### config.mk
export PLATFORM = sky130hd
export DESIGN_NAME = radar_frame_seq
export DESIGN_NICKNAME = d
export VERILOG_FILES = /design/src/rtl/radar_frame_seq_pkg.sv /design/src/rtl/rfs_tick_counter.sv /design/src/rtl/rfs_overrun_flag.sv /design/src/rtl/rfs_stamp_calc.sv /design/src/rtl/rfs_frame_fsm.sv /design/src/rtl/radar_frame_seq.sv
export SDC_FILE = /design/constraint.sdc
export NUM_CORES = 1
export LEC_CHECK = 0
export BUFFER_PORTS_ARGS = -buffer_cell sky130_fd_sc_hd__buf_2
export CORE_MARGIN = 2
export CORE_UTILIZATION = 38
export DETAILED_ROUTE_END_ITERATION = 8
export GPL_TIMING_DRIVEN = 0
export SETUP_SLACK_MARGIN = 0.05
export SLEW_MARGIN = 20
export SYNTH_ARGS = -nofsm -noshare
export SYNTH_HDL_FRONTEND = slang
export SYNTH_HIERARCHICAL = 1
export SYNTH_SLANG_ARGS = --single-unit
### constraint.sdc
create_clock -name clk -period 27 [get_ports clk]
set_input_delay 1.35 -clock clk [delete_from_list [all_inputs] [get_ports clk]]
set_output_delay 1.35 -clock clk [all_outputs]
set_load 0.02 [all_outputs]
### src/rtl/radar_frame_seq_pkg.sv
package radar_frame_seq_pkg;

    // State codes are visible on phase_o; chirp sub-phases are contiguous
    typedef enum logic [2:0] {
        ST_IDLE      = 3'd0,
        ST_DELAY     = 3'd1,
        ST_CH_IDLE   = 3'd2,
        ST_CH_ADCST  = 3'd3,
        ST_CH_SAMPLE = 3'd4,
        ST_CH_RAMP   = 3'd5,
        ST_DONE      = 3'd6
    } seq_state_e;

    localparam int NUM_SUBPH = 4;

endpackage

### src/rtl/rfs_tick_counter.sv
module rfs_tick_counter #(
    parameter int TS_W = 48
) (
    input  logic            clk,
    input  logic            rst_n,
    output logic [TS_W-1:0] now_o
);

    always_ff @(posedge clk) begin
        if (!rst_n) begin
            now_o <= '0;
        end else begin
            now_o <= now_o + TS_W'(1);
        end
    end

endmodule

### src/rtl/rfs_overrun_flag.sv
module rfs_overrun_flag (
    input  logic clk,
    input  logic rst_n,
    input  logic set_i,
    input  logic clr_i,
    output logic flag_o
);

    // A set in the same cycle as a clear wins
    always_ff @(posedge clk) begin
        if (!rst_n) begin
            flag_o <= 1'b0;
        end else if (set_i) begin
            flag_o <= 1'b1;
        end else if (clr_i) begin
            flag_o <= 1'b0;
        end
    end

endmodule

### src/rtl/rfs_stamp_calc.sv
module rfs_stamp_calc
    import radar_frame_seq_pkg::*;
#(
    parameter int TS_W  = 48,
    parameter int LEN_W = 16,
    parameter int DLY_W = 16,
    parameter int CNT_W = 10
) (
    input  logic                            clk,
    input  logic                            rst_n,
    input  logic                            load_i,
    input  logic [TS_W-1:0]                 now_i,
    input  logic [NUM_SUBPH-1:0][LEN_W-1:0] lens_i,
    input  logic [DLY_W-1:0]                delay_i,
    input  logic [CNT_W-1:0]                nchirps_i,
    output logic [TS_W-1:0]                 ts_trig_o,
    output logic [TS_W-1:0]                 ts_cap_o,
    output logic [TS_W-1:0]                 ts_mid_o
);

    localparam int CYC_W  = LEN_W + $clog2(NUM_SUBPH);
    localparam int PROD_W = CYC_W + CNT_W;

    logic [CYC_W-1:0]  cyc_len;
    logic [PROD_W-1:0] expo_ticks;
    logic [TS_W-1:0]   trig_n;
    logic [TS_W-1:0]   cap_n;
    logic [TS_W-1:0]   mid_n;

    always_comb begin
        cyc_len = '0;
        for (int i = 0; i < NUM_SUBPH; i++) begin
            cyc_len = cyc_len + CYC_W'(lens_i[i]);
        end
        expo_ticks = PROD_W'(cyc_len) * PROD_W'(nchirps_i);
        // Stamps refer to the first cycle after the trigger edge
        trig_n     = now_i + TS_W'(1);
        cap_n      = trig_n + TS_W'(delay_i);
        mid_n      = cap_n + TS_W'(expo_ticks >> 1);
    end

    always_ff @(posedge clk) begin
        if (!rst_n) begin
            ts_trig_o <= '0;
            ts_cap_o  <= '0;
            ts_mid_o  <= '0;
        end else if (load_i) begin
            ts_trig_o <= trig_n;
            ts_cap_o  <= cap_n;
            ts_mid_o  <= mid_n;
        end
    end

endmodule

### src/rtl/rfs_frame_fsm.sv
module rfs_frame_fsm
    import radar_frame_seq_pkg::*;
#(
    parameter int LEN_W = 16,
    parameter int DLY_W = 16,
    parameter int CNT_W = 10
) (
    input  logic                            clk,
    input  logic                            rst_n,
    input  logic                            trig_i,
    input  logic [NUM_SUBPH-1:0][LEN_W-1:0] cfg_lens_i,
    input  logic [DLY_W-1:0]                cfg_delay_i,
    input  logic [CNT_W-1:0]                cfg_nchirps_i,
    output seq_state_e                      state_o,
    output logic                            accept_o,
    output logic                            reject_o,
    output logic                            adc_en_o,
    output logic                            chirp_start_o,
    output logic [CNT_W-1:0]                chirp_idx_o,
    output logic                            proc_start_o,
    output logic                            frame_done_o
);

    localparam int CTR_W = (LEN_W > DLY_W) ? LEN_W : DLY_W;
    localparam logic [2:0] NO_PHASE = 3'(NUM_SUBPH);

    seq_state_e                      state_q, state_d;
    logic [CTR_W-1:0]                rem_q, rem_d;
    logic [CNT_W-1:0]                idx_q, idx_d;
    logic [NUM_SUBPH-1:0][LEN_W-1:0] shd_lens_q;
    logic [CNT_W-1:0]                shd_n_q;
    logic [NUM_SUBPH-1:0][LEN_W-1:0] lens_eff;
    logic [2:0]                      first_p;
    logic [2:0]                      nxt_p;
    int                              cur_p;
    logic                            go_first;
    logic                            go_sub;
    logic                            start_chirp_d;
    logic                            last_chirp;

    // Lowest sub-phase index at or above 'from' with a non-zero length
    function automatic logic [2:0] next_live(
        input logic [NUM_SUBPH-1:0][LEN_W-1:0] lens,
        input int                              from
    );
        logic [2:0] r;
        r = NO_PHASE;
        for (int i = NUM_SUBPH - 1; i >= 0; i--) begin
            if (i >= from && lens[i] != '0) begin
                r = 3'(i);
            end
        end
        return r;
    endfunction

    function automatic seq_state_e sub_state(input logic [2:0] p);
        return seq_state_e'(p + 3'(ST_CH_IDLE));
    endfunction

    assign accept_o   = trig_i && (state_q == ST_IDLE);
    assign reject_o   = trig_i && (state_q != ST_IDLE);
    assign lens_eff   = (state_q == ST_IDLE) ? cfg_lens_i : shd_lens_q;
    assign cur_p      = int'(state_q) - int'(ST_CH_IDLE);
    assign first_p    = next_live(lens_eff, 0);
    assign nxt_p      = next_live(lens_eff, cur_p + 1);
    assign last_chirp = (idx_q == shd_n_q - CNT_W'(1));

    // Next-state logic
    always_comb begin
        state_d       = state_q;
        rem_d         = rem_q;
        idx_d         = idx_q;
        go_first      = 1'b0;
        go_sub        = 1'b0;
        start_chirp_d = 1'b0;

        unique case (state_q)
            ST_IDLE: begin
                if (trig_i && cfg_nchirps_i != '0) begin
                    idx_d = '0;
                    if (cfg_delay_i != '0) begin
                        state_d = ST_DELAY;
                        rem_d   = CTR_W'(cfg_delay_i) - CTR_W'(1);
                    end else begin
                        go_first = 1'b1;
                    end
                end
            end
            ST_DELAY: begin
                if (rem_q == '0) begin
                    go_first = 1'b1;
                end else begin
                    rem_d = rem_q - CTR_W'(1);
                end
            end
            ST_CH_IDLE, ST_CH_ADCST, ST_CH_SAMPLE, ST_CH_RAMP: begin
                if (rem_q != '0) begin
                    rem_d = rem_q - CTR_W'(1);
                end else if (nxt_p != NO_PHASE) begin
                    go_sub = 1'b1;
                end else if (last_chirp) begin
                    state_d = ST_DONE;
                end else begin
                    idx_d    = idx_q + CNT_W'(1);
                    go_first = 1'b1;
                end
            end
            ST_DONE: begin
                state_d = ST_IDLE;
            end
            default: begin
                state_d = ST_IDLE;
            end
        endcase

        if (go_first) begin
            if (first_p == NO_PHASE) begin
                state_d = ST_DONE;
            end else begin
                state_d       = sub_state(first_p);
                rem_d         = CTR_W'(lens_eff[first_p[1:0]]) - CTR_W'(1);
                start_chirp_d = 1'b1;
            end
        end
        if (go_sub) begin
            state_d = sub_state(nxt_p);
            rem_d   = CTR_W'(lens_eff[nxt_p[1:0]]) - CTR_W'(1);
        end
    end

    // State register with counters and configuration shadow
    always_ff @(posedge clk) begin
        if (!rst_n) begin
            state_q    <= ST_IDLE;
            rem_q      <= '0;
            idx_q      <= '0;
            shd_lens_q <= '0;
            shd_n_q    <= '0;
        end else begin
            state_q <= state_d;
            rem_q   <= rem_d;
            idx_q   <= idx_d;
            if (accept_o) begin
                shd_lens_q <= cfg_lens_i;
                shd_n_q    <= cfg_nchirps_i;
            end
        end
    end

    // Registered outputs, aligned with state_q
    always_ff @(posedge clk) begin
        if (!rst_n) begin
            adc_en_o      <= 1'b0;
            chirp_start_o <= 1'b0;
            proc_start_o  <= 1'b0;
            frame_done_o  <= 1'b0;
        end else begin
            adc_en_o      <= (state_d == ST_CH_SAMPLE);
            chirp_start_o <= start_chirp_d;
            proc_start_o  <= (state_d == ST_DONE);
            frame_done_o  <= (state_d == ST_DONE);
        end
    end

    assign chirp_idx_o = (state_q >= ST_CH_IDLE && state_q <= ST_CH_RAMP) ? idx_q : '0;
    assign state_o     = state_q;

endmodule

### src/rtl/radar_frame_seq.sv
module radar_frame_seq
    import radar_frame_seq_pkg::*;
#(
    parameter int TS_W  = 48,
    parameter int LEN_W = 16,
    parameter int DLY_W = 16,
    parameter int CNT_W = 10
) (
    input  logic             clk,
    input  logic             rst_n,
    input  logic             trig_i,
    input  logic             ovf_clr_i,
    input  logic [LEN_W-1:0] cfg_idle_len_i,
    input  logic [LEN_W-1:0] cfg_adcst_len_i,
    input  logic [LEN_W-1:0] cfg_sample_len_i,
    input  logic [LEN_W-1:0] cfg_ramp_len_i,
    input  logic [DLY_W-1:0] cfg_delay_i,
    input  logic [CNT_W-1:0] cfg_nchirps_i,
    output logic [2:0]       phase_o,
    output logic             adc_en_o,
    output logic             chirp_start_o,
    output logic [CNT_W-1:0] chirp_idx_o,
    output logic             proc_start_o,
    output logic             frame_done_o,
    output logic             overrun_o,
    output logic [TS_W-1:0]  ts_now_o,
    output logic [TS_W-1:0]  ts_trig_o,
    output logic [TS_W-1:0]  ts_capture_o,
    output logic [TS_W-1:0]  ts_mid_o
);

    logic [NUM_SUBPH-1:0][LEN_W-1:0] cfg_lens;
    seq_state_e                      state;
    logic                            accept;
    logic                            reject;

    // Order of this array is the chirp sub-phase order
    assign cfg_lens[0] = cfg_idle_len_i;
    assign cfg_lens[1] = cfg_adcst_len_i;
    assign cfg_lens[2] = cfg_sample_len_i;
    assign cfg_lens[3] = cfg_ramp_len_i;

    rfs_tick_counter #(.TS_W(TS_W)) u_tick (
        .clk   (clk),
        .rst_n (rst_n),
        .now_o (ts_now_o)
    );

    rfs_frame_fsm #(
        .LEN_W (LEN_W),
        .DLY_W (DLY_W),
        .CNT_W (CNT_W)
    ) u_fsm (
        .clk           (clk),
        .rst_n         (rst_n),
        .trig_i        (trig_i),
        .cfg_lens_i    (cfg_lens),
        .cfg_delay_i   (cfg_delay_i),
        .cfg_nchirps_i (cfg_nchirps_i),
        .state_o       (state),
        .accept_o      (accept),
        .reject_o      (reject),
        .adc_en_o      (adc_en_o),
        .chirp_start_o (chirp_start_o),
        .chirp_idx_o   (chirp_idx_o),
        .proc_start_o  (proc_start_o),
        .frame_done_o  (frame_done_o)
    );

    rfs_stamp_calc #(
        .TS_W  (TS_W),
        .LEN_W (LEN_W),
        .DLY_W (DLY_W),
        .CNT_W (CNT_W)
    ) u_stamp (
        .clk       (clk),
        .rst_n     (rst_n),
        .load_i    (accept),
        .now_i     (ts_now_o),
        .lens_i    (cfg_lens),
        .delay_i   (cfg_delay_i),
        .nchirps_i (cfg_nchirps_i),
        .ts_trig_o (ts_trig_o),
        .ts_cap_o  (ts_capture_o),
        .ts_mid_o  (ts_mid_o)
    );

    rfs_overrun_flag u_ovr (
        .clk    (clk),
        .rst_n  (rst_n),
        .set_i  (reject),
        .clr_i  (ovf_clr_i),
        .flag_o (overrun_o)
    );

    assign phase_o = state;

endmodule

==> results.md <==
- Headroom to the max-slew limit: 0.194
- CTS Sinks: 299
- CP Data Required Time: 27.51 ns
- Slowest CP cell: xnor2_1
- R2R Path Start: u_tick/now_o[0]$_SDFF_PN0_
- Number of I/O pins: 304
- H-Tree Depth: 2
- Yosys warns: 6
- Crit Path Max Fanout: 10
- Setup Fix Bufs, Post-CTS: 0
- Post-Syn Instances: 3434
- Number of synthesized register bits: 299
- First DRT Iteration DRCs: 2610
- DR vias: 27200
- Die width: 273 µm
- Remaining Overflow, GRT: 0
- Largest net degree at the start of global routing: 15
- Ys async rst share: 0
- CP arrival: 14.18 ns
- CTS root buf: clkbuf_16
- Post_cts resized: 0
- # DRC: 0
- Hold_sp: u_fsm/shd_lens_q[38]$_SDFFE_PN0P_
- CP Class: input port to register
- Row count: 98
- Worst hold slack: 0.460 ns
- Final ANT Viol Nets: 0
- Critical R2R Capture: u_stamp/ts_mid_o[44]$_SDFFE_PN0P_
- CP peak stage delay: 0.85 ns
- Post-Syn Area: 27400 µm²
- Port Buf Inserts: 303
- Share of cells above drive strength 1: 0.129
- CP startpoint kind: input port
- Top FF cell, synth: dfxtp_1
- Core Box Area: 71500 µm²
- Post-Route WL: 106 mm
- Area of the die: 74400 µm²
- Final core utilization: 0.441
- Clock Latency Late Sink: 0.60 ns
- Die height: 273 µm
- TNS Setup: 0 ns
- CTS Buf Count: 38
- Vias in the first global route: 25800
- Worst slew pin tran: 1.20 ns
- Hold depth: 2
- Final setup vio count: 0
- Final Slew Violations: 0
- Register area share after synthesis: 0.218
- Drt wl/cell: 22.4 µm
- Net Count, Synth: 3825
- Yosys cell types: 113
- Clk pin slew, worst setup/hold paths: 0.06 ns
- GRT Util Overall: 0.278
- CP Capture Type: register
- Final hold violation count: 0
- Syn Area/Cell: 7.99 µm²
- RSZ-0062 raised after global routing: false
- First-pass GRT wire length: 158 mm
- Clock tree buffer depth: 3
- First-pass DRT Iterations: 6
- Maxcap violations: 0
- Cts hold-fix bufs: 0
- Placer Congestion: 1.01
- CTS tree: yes
- Post-synth EDFFs: 0
- Worst reg-to-reg setup slack: 19.34 ns
- DR vias/cell: 5.73
- Min cycle time layout: 13.67 ns
- Achievable clock frequency: 0.0731 GHz
- Initial antenna violation count: 4
- Placement Cell Area: 30200 µm²
- P&R area growth vs syn: 14.9%
- Worst path most repeated cell: fa_1
- Fin crit share: 0.506
- Status: finished, final reports clean
- Final instance area: 31500 µm²
- Clk_skew: 0.0387 ns
- Worst r2r path cells: 29
- Final-stage net count: 4168
- Hold Path Sink: u_fsm/shd_lens_q[38]$_SDFFE_PN0P_
- Initial Utilization: 0.384
- Min-delay worst type: register to register
- DPL Wire Length: 84.8 mm
## routing by layer
layer | global-route usage | wire length (µm)
met5 | 0 | 0
met2 | 0.449 | 48100
met3 | 0.0471 | 8580
met1 | 0.364 | 44400
met4 | 0.122 | 5290
## layout by cell type, fill, tap and decap left out, drive strengths merged, types with 31 or more instances in the layout
master and n:
a211oi 71, a21o 39, a21oi 240, and2 116, and3 31, buf 340, clkbuf 160, dfxtp 299
fa 160, ha 137, inv 258, mux2i 109, nand2 412, nand3 106, nand4 64, nor2 327
nor3 83, nor4 54, o21ai 125, or3 46, xnor2 155, xor2 80
## flip-flops by register name, indices dropped and copies added (netlist names)
register	cells
u_fsm/adc_en_o	1
u_fsm/chirp_start_o	1
u_fsm/frame_done_o	1
u_fsm/idx_q	10
u_fsm/rem_q	16
u_fsm/shd_lens_q	64
u_fsm/shd_n_q	10
u_fsm/state_o	3
u_ovr/flag_o	1
u_stamp/ts_cap_o	48
u_stamp/ts_mid_o	48
u_stamp/ts_trig_o	48
u_tick/now_o	48
## per-stage QoR
| stage | cells | setup WS, ns |
|---|---|---|
| 4_1_cts | 4753 | 13.58 |
| 6_report | 4756 | 13.33 |
| 2_1_floorplan | 3434 | 15.17 |
| 3_5_place_dp | 4687 | 12.98 |
| 3_3_place_gp | 4687 | 13.15 |
| 5_1_grt | 4756 | 12.62 |
## how the worst max path moves through the flow
stage	endpoint	start	depth (start not counted)	slack, ns
2_1_floorplan	u_stamp/ts_mid_o[41]$_SDFFE_PN0P_	cfg_idle_len_i[2]	46	15.17
3_3_place_gp	u_stamp/ts_mid_o[41]$_SDFFE_PN0P_	cfg_idle_len_i[1]	49	13.15
3_5_place_dp	u_stamp/ts_mid_o[41]$_SDFFE_PN0P_	cfg_idle_len_i[2]	47	12.98
4_1_cts	u_stamp/ts_mid_o[41]$_SDFFE_PN0P_	cfg_idle_len_i[2]	47	13.58
5_1_grt	u_stamp/ts_mid_o[35]$_SDFFE_PN0P_	cfg_idle_len_i[1]	49	12.62
6_report	u_stamp/ts_mid_o[41]$_SDFFE_PN0P_	cfg_idle_len_i[1]	49	13.33
## worst max-delay path: cells and delay by family
family,cells,cell delay (ns)
xor gates and xnor gates,3,1.16
buffers and inverters,9,0.85
AOI/OAI and AO/OA,17,3.61
and+or+nand+nor,9,2.25
adders and majority gates,11,4.98
## cell type report
type | count | area, µm²
Antenna cell | 3 | 7.51
Buffer | 148 | 627
Clock buffer | 49 | 1060
Clock inverter | 17 | 290
Fill cell | 7352 | 40000
Inverter | 260 | 976
Multi-Input combinational cell | 2727 | 19900
Sequential cell | 299 | 5990
Tap cell | 950 | 1190
Timing Repair Buffer | 303 | 1520
## cell families after synthesis
family,count (synthesis),synth area share
AND/OR/NAND/NOR,1384,0.256
AO/OA/AOI/OAI,687,0.164
buffers and inverters,408,0.0584
flip-flops,299,0.218
adder cells (fa/ha/maj),297,0.179
XOR/XNOR,236,0.0759
multiplexers,123,0.0481
## synth_stat cells, types with 43 or more instances
| master | count | area [µm²] |
|---|---|---|
| or3_1 | 43 | 269 |
| mux2i_1 | 108 | 1080 |
| dfxtp_1 | 299 | 5990 |
| nor3_1 | 74 | 370 |
| and2_1 | 115 | 719 |
| fa_1 | 160 | 3200 |
| a21oi_1 | 237 | 1190 |
| xnor2_1 | 155 | 1360 |
| ha_1 | 137 | 1710 |
| a211oi_1 | 69 | 518 |
| nor2_1 | 325 | 1220 |
| o21ai_0 | 113 | 566 |
| xor2_1 | 80 | 701 |
| nand3_1 | 105 | 526 |
| nand2_1 | 410 | 1540 |
| clkbuf_1 | 111 | 417 |
| inv_1 | 258 | 968 |
| nand4_1 | 58 | 363 |
| nor4_1 | 45 | 282 |
Power is left out: the tool's default activity adds up to more than one toggle a clock period on the data nets, which glitch-free logic cannot reach.
